`src/rtl/btb_pkg.sv`:
```
// Package btb_pkg
// Holds the counter type and its named values, which all BTB modules share.
// Assumes a two-bit counter. Values with the high bit set predict taken.
package btb_pkg;
    typedef logic [1:0] ctr_t;
    localparam ctr_t CTR_STRONG_NT = 2'd0;
    localparam ctr_t CTR_WEAK_T    = 2'd2;
    localparam ctr_t CTR_STRONG_T  = 2'd3;
endpackage

```
`src/rtl/btb_counter.sv`:
```
// Module btb_counter
// Computes the next value of a two-bit saturating direction counter.
// Assumes the caller writes the result only for a slot that hit.
module btb_counter
    import btb_pkg::*;
(
    input  ctr_t cur,
    input  logic taken,
    output ctr_t nxt
);
    // Step up or down, holding at the two ends.
    always_comb begin
        nxt = cur;
        if (taken && cur != CTR_STRONG_T)
            nxt = cur + 2'd1;
        else if (!taken && cur != CTR_STRONG_NT)
            nxt = cur - 2'd1;
    end
endmodule

```
`src/rtl/btb_store.sv`:
```
// Module btb_store
// Holds the slot array: one write port and RD_PORTS combinational read ports.
// Assumes reads return the contents from before the write on the same edge.
// Only the valid bits are reset; the other fields are don't-care until written.
module btb_store
    import btb_pkg::*;
#(
    parameter int ADDR_W   = 32,
    parameter int INDEX_W  = 4,
    parameter int RD_PORTS = 2
) (
    input  logic              clk,
    input  logic              rst_n,
    input  logic              wr_en,
    input  logic [INDEX_W-1:0] wr_idx,
    input  logic [ADDR_W-1:0] wr_tag,
    input  logic [ADDR_W-1:0] wr_tgt,
    input  ctr_t              wr_ctr,
    input  logic [INDEX_W-1:0] rd_idx [RD_PORTS],
    output logic              rd_valid [RD_PORTS],
    output logic [ADDR_W-1:0] rd_tag [RD_PORTS],
    output logic [ADDR_W-1:0] rd_tgt [RD_PORTS],
    output ctr_t              rd_ctr [RD_PORTS]
);
    localparam int ENTRIES = 1 << INDEX_W;

    logic [ENTRIES-1:0] valid_q;
    logic [ADDR_W-1:0]  tag_q [ENTRIES];
    logic [ADDR_W-1:0]  tgt_q [ENTRIES];
    ctr_t               ctr_q [ENTRIES];

    // Valid bits: cleared by reset, set when a slot is written.
    always_ff @(posedge clk) begin
        if (!rst_n)
            valid_q <= '0;
        else if (wr_en)
            valid_q[wr_idx] <= 1'b1;
    end

    // Slot fields: written with no reset.
    always_ff @(posedge clk) begin
        if (wr_en) begin
            tag_q[wr_idx] <= wr_tag;
            tgt_q[wr_idx] <= wr_tgt;
            ctr_q[wr_idx] <= wr_ctr;
        end
    end

    for (genvar p = 0; p < RD_PORTS; p++) begin : g_rd
        assign rd_valid[p] = valid_q[rd_idx[p]];
        assign rd_tag[p]   = tag_q[rd_idx[p]];
        assign rd_tgt[p]   = tgt_q[rd_idx[p]];
        assign rd_ctr[p]   = ctr_q[rd_idx[p]];
    end
endmodule

```
`src/rtl/btb_match.sv`:
```
// Module btb_match
// Turns one read-out slot into hit, taken guess and target for a given address.
// Assumes the slot was read at the index taken from that same address.
module btb_match
    import btb_pkg::*;
#(
    parameter int ADDR_W = 32
) (
    input  logic [ADDR_W-1:0] pc,
    input  logic              valid,
    input  logic [ADDR_W-1:0] tag,
    input  logic [ADDR_W-1:0] tgt,
    input  ctr_t              ctr,
    output logic              hit,
    output logic              pred_taken,
    output logic [ADDR_W-1:0] target
);
    // Compare the whole address and read the direction from the counter MSB.
    always_comb begin
        hit        = valid && (tag == pc);
        pred_taken = hit && ctr[1];
        target     = tgt;
    end
endmodule

```
`src/rtl/btb.sv`:
```
// Module btb
// Direct-mapped branch target buffer for the fetch stage. It has a lookup port
// and a resolution port. The resolution port reports a wrong guess and trains
// the table. Assumes instruction addresses are word aligned (bits [1:0] zero),
// and that an update's guess equals the one fetch saw, which holds when no other
// write to that slot falls in between.
module btb
    import btb_pkg::*;
#(
    parameter int ADDR_W  = 32,
    parameter int INDEX_W = 4
) (
    input  logic              clk,
    input  logic              rst_n,
    input  logic [ADDR_W-1:0] fetch_pc,
    output logic              fetch_hit,
    output logic              fetch_taken,
    output logic [ADDR_W-1:0] fetch_target,
    output logic [ADDR_W-1:0] fetch_next_pc,
    input  logic              res_valid,
    input  logic [ADDR_W-1:0] res_pc,
    input  logic [ADDR_W-1:0] res_target,
    input  logic              res_taken,
    input  logic              res_is_jump,
    output logic              squash,
    output logic [ADDR_W-1:0] restart_pc
);
    localparam int RD_PORTS = 2;
    localparam int P_FETCH  = 0;
    localparam int P_RES    = 1;
    localparam logic [ADDR_W-1:0] INSN_BYTES = ADDR_W'(4);

    logic [INDEX_W-1:0] rd_idx   [RD_PORTS];
    logic               rd_valid [RD_PORTS];
    logic [ADDR_W-1:0]  rd_tag   [RD_PORTS];
    logic [ADDR_W-1:0]  rd_tgt   [RD_PORTS];
    ctr_t               rd_ctr   [RD_PORTS];
    logic [ADDR_W-1:0]  port_pc  [RD_PORTS];
    logic               port_hit [RD_PORTS];
    logic               port_tk  [RD_PORTS];
    logic [ADDR_W-1:0]  port_tgt [RD_PORTS];

    logic               wr_en;
    logic [ADDR_W-1:0]  wr_tgt;
    ctr_t               wr_ctr;
    ctr_t               ctr_step;
    logic               res_hit;
    logic               res_eff_taken;

    assign port_pc[P_FETCH] = fetch_pc;
    assign port_pc[P_RES]   = res_pc;

    for (genvar p = 0; p < RD_PORTS; p++) begin : g_port
        assign rd_idx[p] = port_pc[p][INDEX_W+1:2];
        btb_match #(.ADDR_W(ADDR_W)) i_match (
            .pc(port_pc[p]), .valid(rd_valid[p]), .tag(rd_tag[p]),
            .tgt(rd_tgt[p]), .ctr(rd_ctr[p]), .hit(port_hit[p]),
            .pred_taken(port_tk[p]), .target(port_tgt[p])
        );
    end

    btb_store #(.ADDR_W(ADDR_W), .INDEX_W(INDEX_W), .RD_PORTS(RD_PORTS)) i_store (
        .clk(clk), .rst_n(rst_n), .wr_en(wr_en), .wr_idx(res_pc[INDEX_W+1:2]),
        .wr_tag(res_pc), .wr_tgt(wr_tgt), .wr_ctr(wr_ctr),
        .rd_idx(rd_idx), .rd_valid(rd_valid), .rd_tag(rd_tag),
        .rd_tgt(rd_tgt), .rd_ctr(rd_ctr)
    );

    btb_counter i_ctr (.cur(rd_ctr[P_RES]), .taken(res_taken), .nxt(ctr_step));

    // Fetch side: hit, guess and the choice of next fetch address.
    always_comb begin
        fetch_hit     = port_hit[P_FETCH];
        fetch_taken   = port_tk[P_FETCH];
        fetch_target  = port_tgt[P_FETCH];
        fetch_next_pc = fetch_taken ? fetch_target : fetch_pc + INSN_BYTES;
    end

    // Resolution side: compare the current guess with the real outcome.
    always_comb begin
        res_hit       = port_hit[P_RES];
        res_eff_taken = res_taken || res_is_jump;
        squash        = 1'b0;
        if (res_valid) begin
            if (res_eff_taken)
                squash = !(port_tk[P_RES] && port_tgt[P_RES] == res_target);
            else
                squash = port_tk[P_RES];
        end
        restart_pc = res_eff_taken ? res_target : res_pc + INSN_BYTES;
    end

    // Training: decide whether to write, and the counter and target to write.
    always_comb begin
        wr_en  = 1'b0;
        wr_ctr = ctr_step;
        wr_tgt = res_target;
        if (res_valid) begin
            if (res_is_jump) begin
                wr_en  = 1'b1;
                wr_ctr = CTR_STRONG_T;
            end else if (res_hit) begin
                wr_en  = 1'b1;
                wr_tgt = res_taken ? res_target : port_tgt[P_RES];
            end else if (res_taken) begin
                wr_en  = 1'b1;
                wr_ctr = CTR_WEAK_T;
            end
        end
    end
endmodule

```
`config.mk`:
```
export PLATFORM = sky130hd
export DESIGN_NAME = btb
export DESIGN_NICKNAME = d
export VERILOG_FILES = /design/src/rtl/btb_pkg.sv /design/src/rtl/btb_counter.sv /design/src/rtl/btb_store.sv /design/src/rtl/btb_match.sv /design/src/rtl/btb.sv
export SDC_FILE = /design/constraint.sdc
export NUM_CORES = 2
export LEC_CHECK = 0
export ABC_CLOCK_PERIOD_IN_PS = 8980
export BUFFER_PORTS_ARGS = -buffer_cell sky130_fd_sc_hd__buf_4
export CORE_MARGIN = 1.5
export CORE_UTILIZATION = 50
export CTS_CLUSTER_SIZE = 25
export DETAILED_ROUTE_END_ITERATION = 16
export PLACE_DENSITY = 0.69
export SETUP_SLACK_MARGIN = 0.5
export SYNTH_ARGS = -nofsm -noshare
export SYNTH_HDL_FRONTEND = slang
export SYNTH_SLANG_ARGS = --single-unit
export TNS_END_PERCENT = 10
```
`constraint.sdc`:
```
create_clock -name clk -period 8.98 [get_ports clk]
set_input_delay 0.449 -clock clk [delete_from_list [all_inputs] [get_ports clk]]
set_output_delay 0.449 -clock clk [all_outputs]
set_load 0.01 [all_outputs]
```
### Word-level counts from Yosys, hierarchy flattened

Memories as Yosys holds them, arrays and structs flattened.
Index checks and enable logic that the tools add are counted.
Widths: inputs -> output; s select.

| operators by class | value |
|---|---|
| order comparisons | 3 |
| add/sub/neg operators | 4 |
| bitwise gates (word level) | 1 |
| mux-type cells | 26 |
| reduce and logical (&&, ||, !) cells | 12 |
| equality and inequality tests | 4 |

Operator list:

| operator | count |
|---|---|
| $mux 32 | 6 |
| $eq 32x32->1 | 3 |
| $add 32x3->32 const B | 2 |
| $or 16x16->16 | 1 |
| $mux 2 | 6 |
| $mux 1 | 11 |
| $lt 4x5->1 const B | 2 |
| $bmux 1 s4 | 2 |
| $logic_and 1x1->1 | 8 |
| $demux 1 s4 | 1 |
| $ge 4x1->1 const B | 1 |
| $add 2x1->2 const B | 1 |
| $logic_not 1->1 | 2 |
| $ne 2x2->1 const B | 1 |
| $reduce_bool 2->1 | 1 |
| $sub 2x1->2 const B | 1 |
| $logic_or 1x1->1 | 1 |

| storage, ports and cells | value |
|---|---|
| bits of input ports | 101 |
| register bits | 16 |
| word-level logic and storage cells | 54 |
| RAM bits | 1,056 |
| memories kept | 3 |
| output and inout port bits | 99 |

Memories:

| name | words | bits a word | rd ports | clocked after Yosys merged registers in | wr ports | RTL line | text |
|---|---|---|---|---|---|---|---|
| i_store.tag_q | 16 | 32 | 2 | 0 | 1 | btb_store.sv:28 | `logic [ADDR_W-1:0] tag_q [ENTRIES];` |
| i_store.tgt_q | 16 | 32 | 2 | 0 | 1 | btb_store.sv:29 | `logic [ADDR_W-1:0] tgt_q [ENTRIES];` |
| i_store.ctr_q | 16 | 2 | 2 | 0 | 1 | btb_store.sv:30 | `ctr_t ctr_q [ENTRIES];` |

### Logic depth before layout (Yosys ltp)

An unclocked memory read counts as a cell.

| depth | value |
|---|---|
| depth after elaboration | 9 |
| gate-level depth with buffers | 18 |
| mapped depth without buffers | 9 |

### Modules after synthesis

A second synthesis with hierarchy kept.

| unflattened totals | value |
|---|---|
| cell total of the unflattened synthesis | 2,829 |
| area total of the unflattened synthesis | 51,819.7 um2 |

Modules (own cells, without submodules):

| module | instances | sequential area each (um2) | area each (um2) | cells each |
|---|---|---|---|---|
| btb_store | 1 | 32,030.7 | 47,857.1 | 2,237 |
| btb | 1 | 0.0 | 2,498.6 | 399 |
| btb_match | 2 | 0.0 | 701.9 | 93 |
| btb_counter | 1 | 0.0 | 60.1 | 7 |

### Worst setup path after synthesis

No wires, ideal clock.

| timing path | value |
|---|---|
| path kind | input-to-reg |
| from | in res_pc[2] |
| to | mem i_store.ctr_q[15][0] in the netlist's numbering, enable pin |
| path slack | 0.503 ns |
| required time | 8.395 ns |
| data arrival time | 7.892 ns |
| stages | 10 |
| library setup time | 0.585 ns |
| buffers on the path | 2 |
| path through | buf_6 -> mux4_1 -> mux4_2 -> xnor2_1 -> o21ai_0 -> or4_1 -> nor4_4 -> nor2_1 -> clkbuf_1 -> nor3b_1 |

| between the ends | value |
|---|---|
| word-level cells in the longest chain between the ends | 8 |
| elaborated cells on any way between the ends | 10 |
| classes of those cells | 1 x eq/ne; 7 x mux; 1 x reduce/logical; 1 x memory |

Ends and longest elaborated chain:

| element | RTL line | text |
|---|---|---|
| start, declared | btb.sv:21 | `input logic [ADDR_W-1:0] res_pc,` |
| $mem_v2 16x32 / $bmux 1 s4 (equally long branches) | n/a |  |
| $eq 32x32->1 / $mux 1 (equally long branches) | btb_match.sv:20, btb_store.sv:50 |  |
| $logic_and 1x1->1 | btb_match.sv:20 | `hit = valid && (tag == pc);` |
| $mux 1 | btb.sv:102 | `end else if (res_hit) begin` |
| $mux 1 | btb.sv:99 | `if (res_is_jump) begin` |
| $mux 1 | btb.sv:98 | `if (res_valid) begin` |
| $mux 1 | btb_store.sv:42 | `if (wr_en) begin` |
| $mux 1 (implied by the code) | btb_store.sv:45 | `ctr_q[wr_idx] <= wr_ctr;` |
| end, declared | btb_store.sv:30 |  |

Several ways; a longest one is shown, not always the timed one. The select of a mux whose other input is x is not followed.

### Worst setup path after layout

| timing path | value |
|---|---|
| from | in fetch_pc[2] |
| to | out fetch_next_pc[30] |

| between the ends | value |
|---|---|
| word-level cells in the longest chain between the ends | 5 |
| elaborated cells on any way between the ends | 10 |
| classes of those cells | 1 x add/sub; 1 x eq/ne; 3 x mux; 2 x reduce/logical; 3 x memory |

Ends and longest elaborated chain:

| element | RTL line | text |
|---|---|---|
| start, declared | btb.sv:15 | `input logic [ADDR_W-1:0] fetch_pc,` |
| $mem_v2 16x32 / $bmux 1 s4 (equally long branches) | n/a |  |
| $eq 32x32->1 / $mux 1 (equally long branches) | btb_match.sv:20, btb_store.sv:50 |  |
| $logic_and 1x1->1 | btb_match.sv:20 |  |
| $logic_and 1x1->1 | btb_match.sv:21 | `pred_taken = hit && ctr[1];` |
| $mux 32 * | btb.sv:76 | `fetch_next_pc = fetch_taken ? fetch_target : fetch_pc + INSN_BYTES;` |
| end, declared | btb.sv:19 | `output logic [ADDR_W-1:0] fetch_next_pc,` |

Every way passes the cells marked *; elsewhere a longest branch is shown, timed or not. The select of a mux whose other input is x is not followed.

==> impl_metrics.json <==
{
  "maximum_clock_insertion_buffer_count": 3,
  "synth_cells": 2940,
  "synth-compound-area-share_pct": 3.53,
  "ff_latch_area_mm2": 0.0320,
  "final.period_utilization_pct": 72.5,
  "place_hpwl_mm": 107,
  "final_layout_size_suffix_gt1_share_pct": 30.9,
  "std_cell_rows": 119,
  "synth_seq_area_share_pct": 59.9,
  "arrival_ns": 6.06,
  "layout.filler_cells": 7954,
  "max_slew_margin_pct": 1.04,
  "synth.cells.most_frequent": "edfxtp_1, mux4_2, mux2i_1",
  "mean_post_synth_cell_area_um2": 18.2,
  "cts_made_buffers": 112,
  "layout_min_cycle_time_ns": 6.51,
  "cp-end-kind": "output port",
  "vdd.ir_drop.worst_mv": 0.161,
  "crit_path_top_delay_cell": "buf_4",
  "die_width_um": 330,
  "cts.sinks": 1072,
  "synth.area.mux_share_pct": 27.7,
  "max_cap_viols": 1,
  "detail_route.wl_per_cell_um": 37.2,
  "finalSetupTns_ns": 0,
  "drt_pass1_iterations": 6,
  "effective_utilization_at_floorplan_pct": 50.6,
  "worstSkewPairLatency_ns": 0.72,
  "postCtsHoldBufs": 0,
  "pin_count_of_the_biggest_net_entering_global_routing": 127,
  "final_core_utilization_pct": 56.3,
  "grt.total_usage_pct": 31.7,
  "buffer_ports.inserted": 199,
  "critPathBufInv": 4,
  "critical_path.top_delay_family": "buffers and inverters",
  "finalSetupViolations": 0,
  "worstPathMaxFanout": 85,
  "yosys_warnings": 0,
  "post_cts_resize_count": 0,
  "async_reset_ff_share_pct": 0,
  "setup_ws_ns": 2.47,
  "synth_enable_flop_cells": 1056,
  "cts_post_setup_buffers_inserted": 0,
  "pre_cts_ws_ns": 2.12,
  "skew_ns": 0.0342,
  "synth_area_mm2": 0.0535,
  "timing_hold_violations_final": 0,
  "post-synth-top-area-fraction_pct": 59.3,
  "post_synth_fa_ha_maj_area_fraction_pct": 0.164,
  "timing.critical_path.from_type": "input port",
  "drc": 0,
  "antenna_left": 0,
  "synth_xor_xnor_area_share_pct": 2.46,
  "power.static_leakage_nw": 19.7,
  "root_buffer": "clkbuf_16",
  "area_growth_syn_to_layout_pct": 11.3,
  "initial_antenna_violation_count": 14,
  "grt_remaining_overflow": 0,
  "critPathRequiredTime_ns": 8.53,
  "yosys.cell_count.top_type": "edfxtp_1",
  "total_area_of_multi_input_combinational_cells_mm2": 0.0200,
  "number_of_global_route_vias_before_repair": 32600,
  "most_common_cell_on_crit_path": "buf_4",
  "fp.dieArea_mm2": 0.109,
  "p_per_area_mw_per_mm2": 190,
  "run_status": "complete, but fails checks",
  "detailedRoute.firstIterationViolations": 4494,
  "clock.fmax_ghz": 0.154,
  "final.hold.worst_slack_ns": 0.111,
  "clkSlewWorstSetupHoldPaths_ns": 0.06,
  "dr_total_vias": 32500,
  "syn-num-nets": 3048,
  "synth-main-ff-cell": "edfxtp_1",
  "synth_area_leaders": "edfxtp_1, mux4_2, mux2i_1",
  "vias_per_cell": 7.06,
  "cp_cell_instances": "buf_8 > buf_4 > mux4_2 > mux4_2 > xnor2_1 > nand4_1 > nor4_1 > nand4_1 > nand2b_2 > buf_4 > mux2_2 > buf_4",
  "grt_setup_unrepaired": "no",
  "die_y_um": 330,
  "ys_ff_latch": 1072,
  "timing_worst_slew_pin_value_ns": 1.48,
  "cts_tree": "done",
  "synth_cell_types": 83,
  "synth_area_leader_cell": "edfxtp_1",
  "cts_max_level": 3,
  "top_level_ports": 200,
  "grt_first_pass_wirelength_mm": 241,
  "synth_simple_gate_area_share_pct": 3.44,
  "route.final.wire_length_mm": 171,
  "design.final.nets": 3224,
  "globalplace.congestion": 0.936,
  "slew_violations": 0,
  "worst_hold_path_type": "in2reg",
  "violations": "capacitance limit",
  "combinational_family_with_the_most_area_after_synthesis": "multiplexers",
  "core-area_mm2": 0.106,
  "slowest_delay_ns": 0.91,
  "timing.setup.critical_path_class": "in2out"
}
[sequential cells by signal, summed over array words and instances, names as in the netlist]
| register | flops |
|---|---|
| i_store.tgt_q | 512 |
| i_store.tag_q | 512 |
| i_store.ctr_q | 32 |
| i_store.valid_q | 16 |
[final timing paths]
check,from,slack (ns),cells after the start,endpoint
setup / recovery,fetch_pc[2],2.47,12,fetch_next_pc[30]
hold / removal,res_pc[1],0.11,1,i_store.tag_q[0][1]
setup reg to reg,i_store.tag_q[6][10],3.08,9,i_store.tgt_q[5][6]
hold reg to reg,i_store.valid_q[5],0.48,2,i_store.valid_q[5]
[layout by cell type (no fill, tap or decap), types with 7 or more instances in the layout]
master / netlist / layout
a22oi_1: 46 / 46
xor2_1: 47 / 47
nor2b_1: 11 / 11
nand2_1: 143 / 143
a221o_1: 7 / 7
a22o_1: 10 / 10
mux4_2: 448 / 448
nand4_1: 39 / 39
a21oi_1: 29 / 29
o21ai_0: 98 / 97
mux4_1: 63 / 63
mux2_4: 18 / 18
buf_4: 20 / 268
inv_1: 32 / 32
clkinv_2: 0 / 10
a221oi_1: 11 / 11
and3_1: 17 / 17
mux2_2: 71 / 71
o21ai_1: 7 / 8
and2_1: 13 / 12
a211oi_1: 8 / 8
clkinv_1: 3 / 36
nor4_1: 8 / 8
nor3_2: 0 / 15
nor3_1: 27 / 12
xnor2_1: 103 / 103
ha_1: 7 / 7
clkbuf_1: 76 / 26
o22ai_1: 16 / 16
clkbuf_16: 0 / 114
nor2_1: 53 / 52
dfxtp_1: 16 / 16
edfxtp_1: 1056 / 1056
nand3_1: 39 / 39
mux2i_1: 191 / 191
[area by class of cell]
| cell class | count | share of cell area (%) |
|---|---|---|
| flip-flops and latches | 1072 | 53.8 |
| multi-input cells | 1615 | 33.6 |
| clock buffers | 140 | 4.96 |
| repair buffers | 276 | 3.62 |
| well taps | 1391 | 2.93 |
| clock inverters | 60 | 0.761 |
| inverters | 39 | 0.250 |
| diodes | 3 | 0.0126 |
[kinds of logic after synthesis]
| logic type | after synthesis |
|---|---|
| buffers and inverters | 253 |
| flip-flops | 1072 |
| adder cells (fa/ha/maj) | 7 |
| XOR/XNOR | 150 |
| AO/OA/AOI/OAI | 285 |
| AND/OR/NAND/NOR | 379 |
| multiplexers | 794 |
[per-layer routing]
| layer | global-route usage [%] | vias up | part of all wire (%) | wire, um |
|---|---|---|---|---|
| met5 | 0 | - | 0.060 | 102 |
| met4 | 12.5 | 18 | 4.2 | 7190 |
| met3 | 10.6 | 403 | 13 | 23000 |
| met2 | 48.9 | 2270 | 47 | 80300 |
| met1 | 41.7 | 17100 | 35 | 60600 |
| li1 | - | 12700 | - | - |
[report_power, final]
group          switching [mW]  internal (mW)  total (mW)
Clock                    1.92           2.46        4.38
Sequential             0.0358           5.59        5.63
Combinational           0.762          0.510        1.27
[metrics by stage]
stage / instance area (um^2) / instances / power, mW
floorplan: 53500 / 2940 / 6.49
global placement: 56100 / 4393 / 6.96
detailed placement: 56100 / 4393 / 6.98
CTS: 59500 / 4593 / 11.3
global route: 59500 / 4593 / 11.6
finish: 59500 / 4596 / 11.3
No activity file was read; power rests on OpenSTA's default activity.
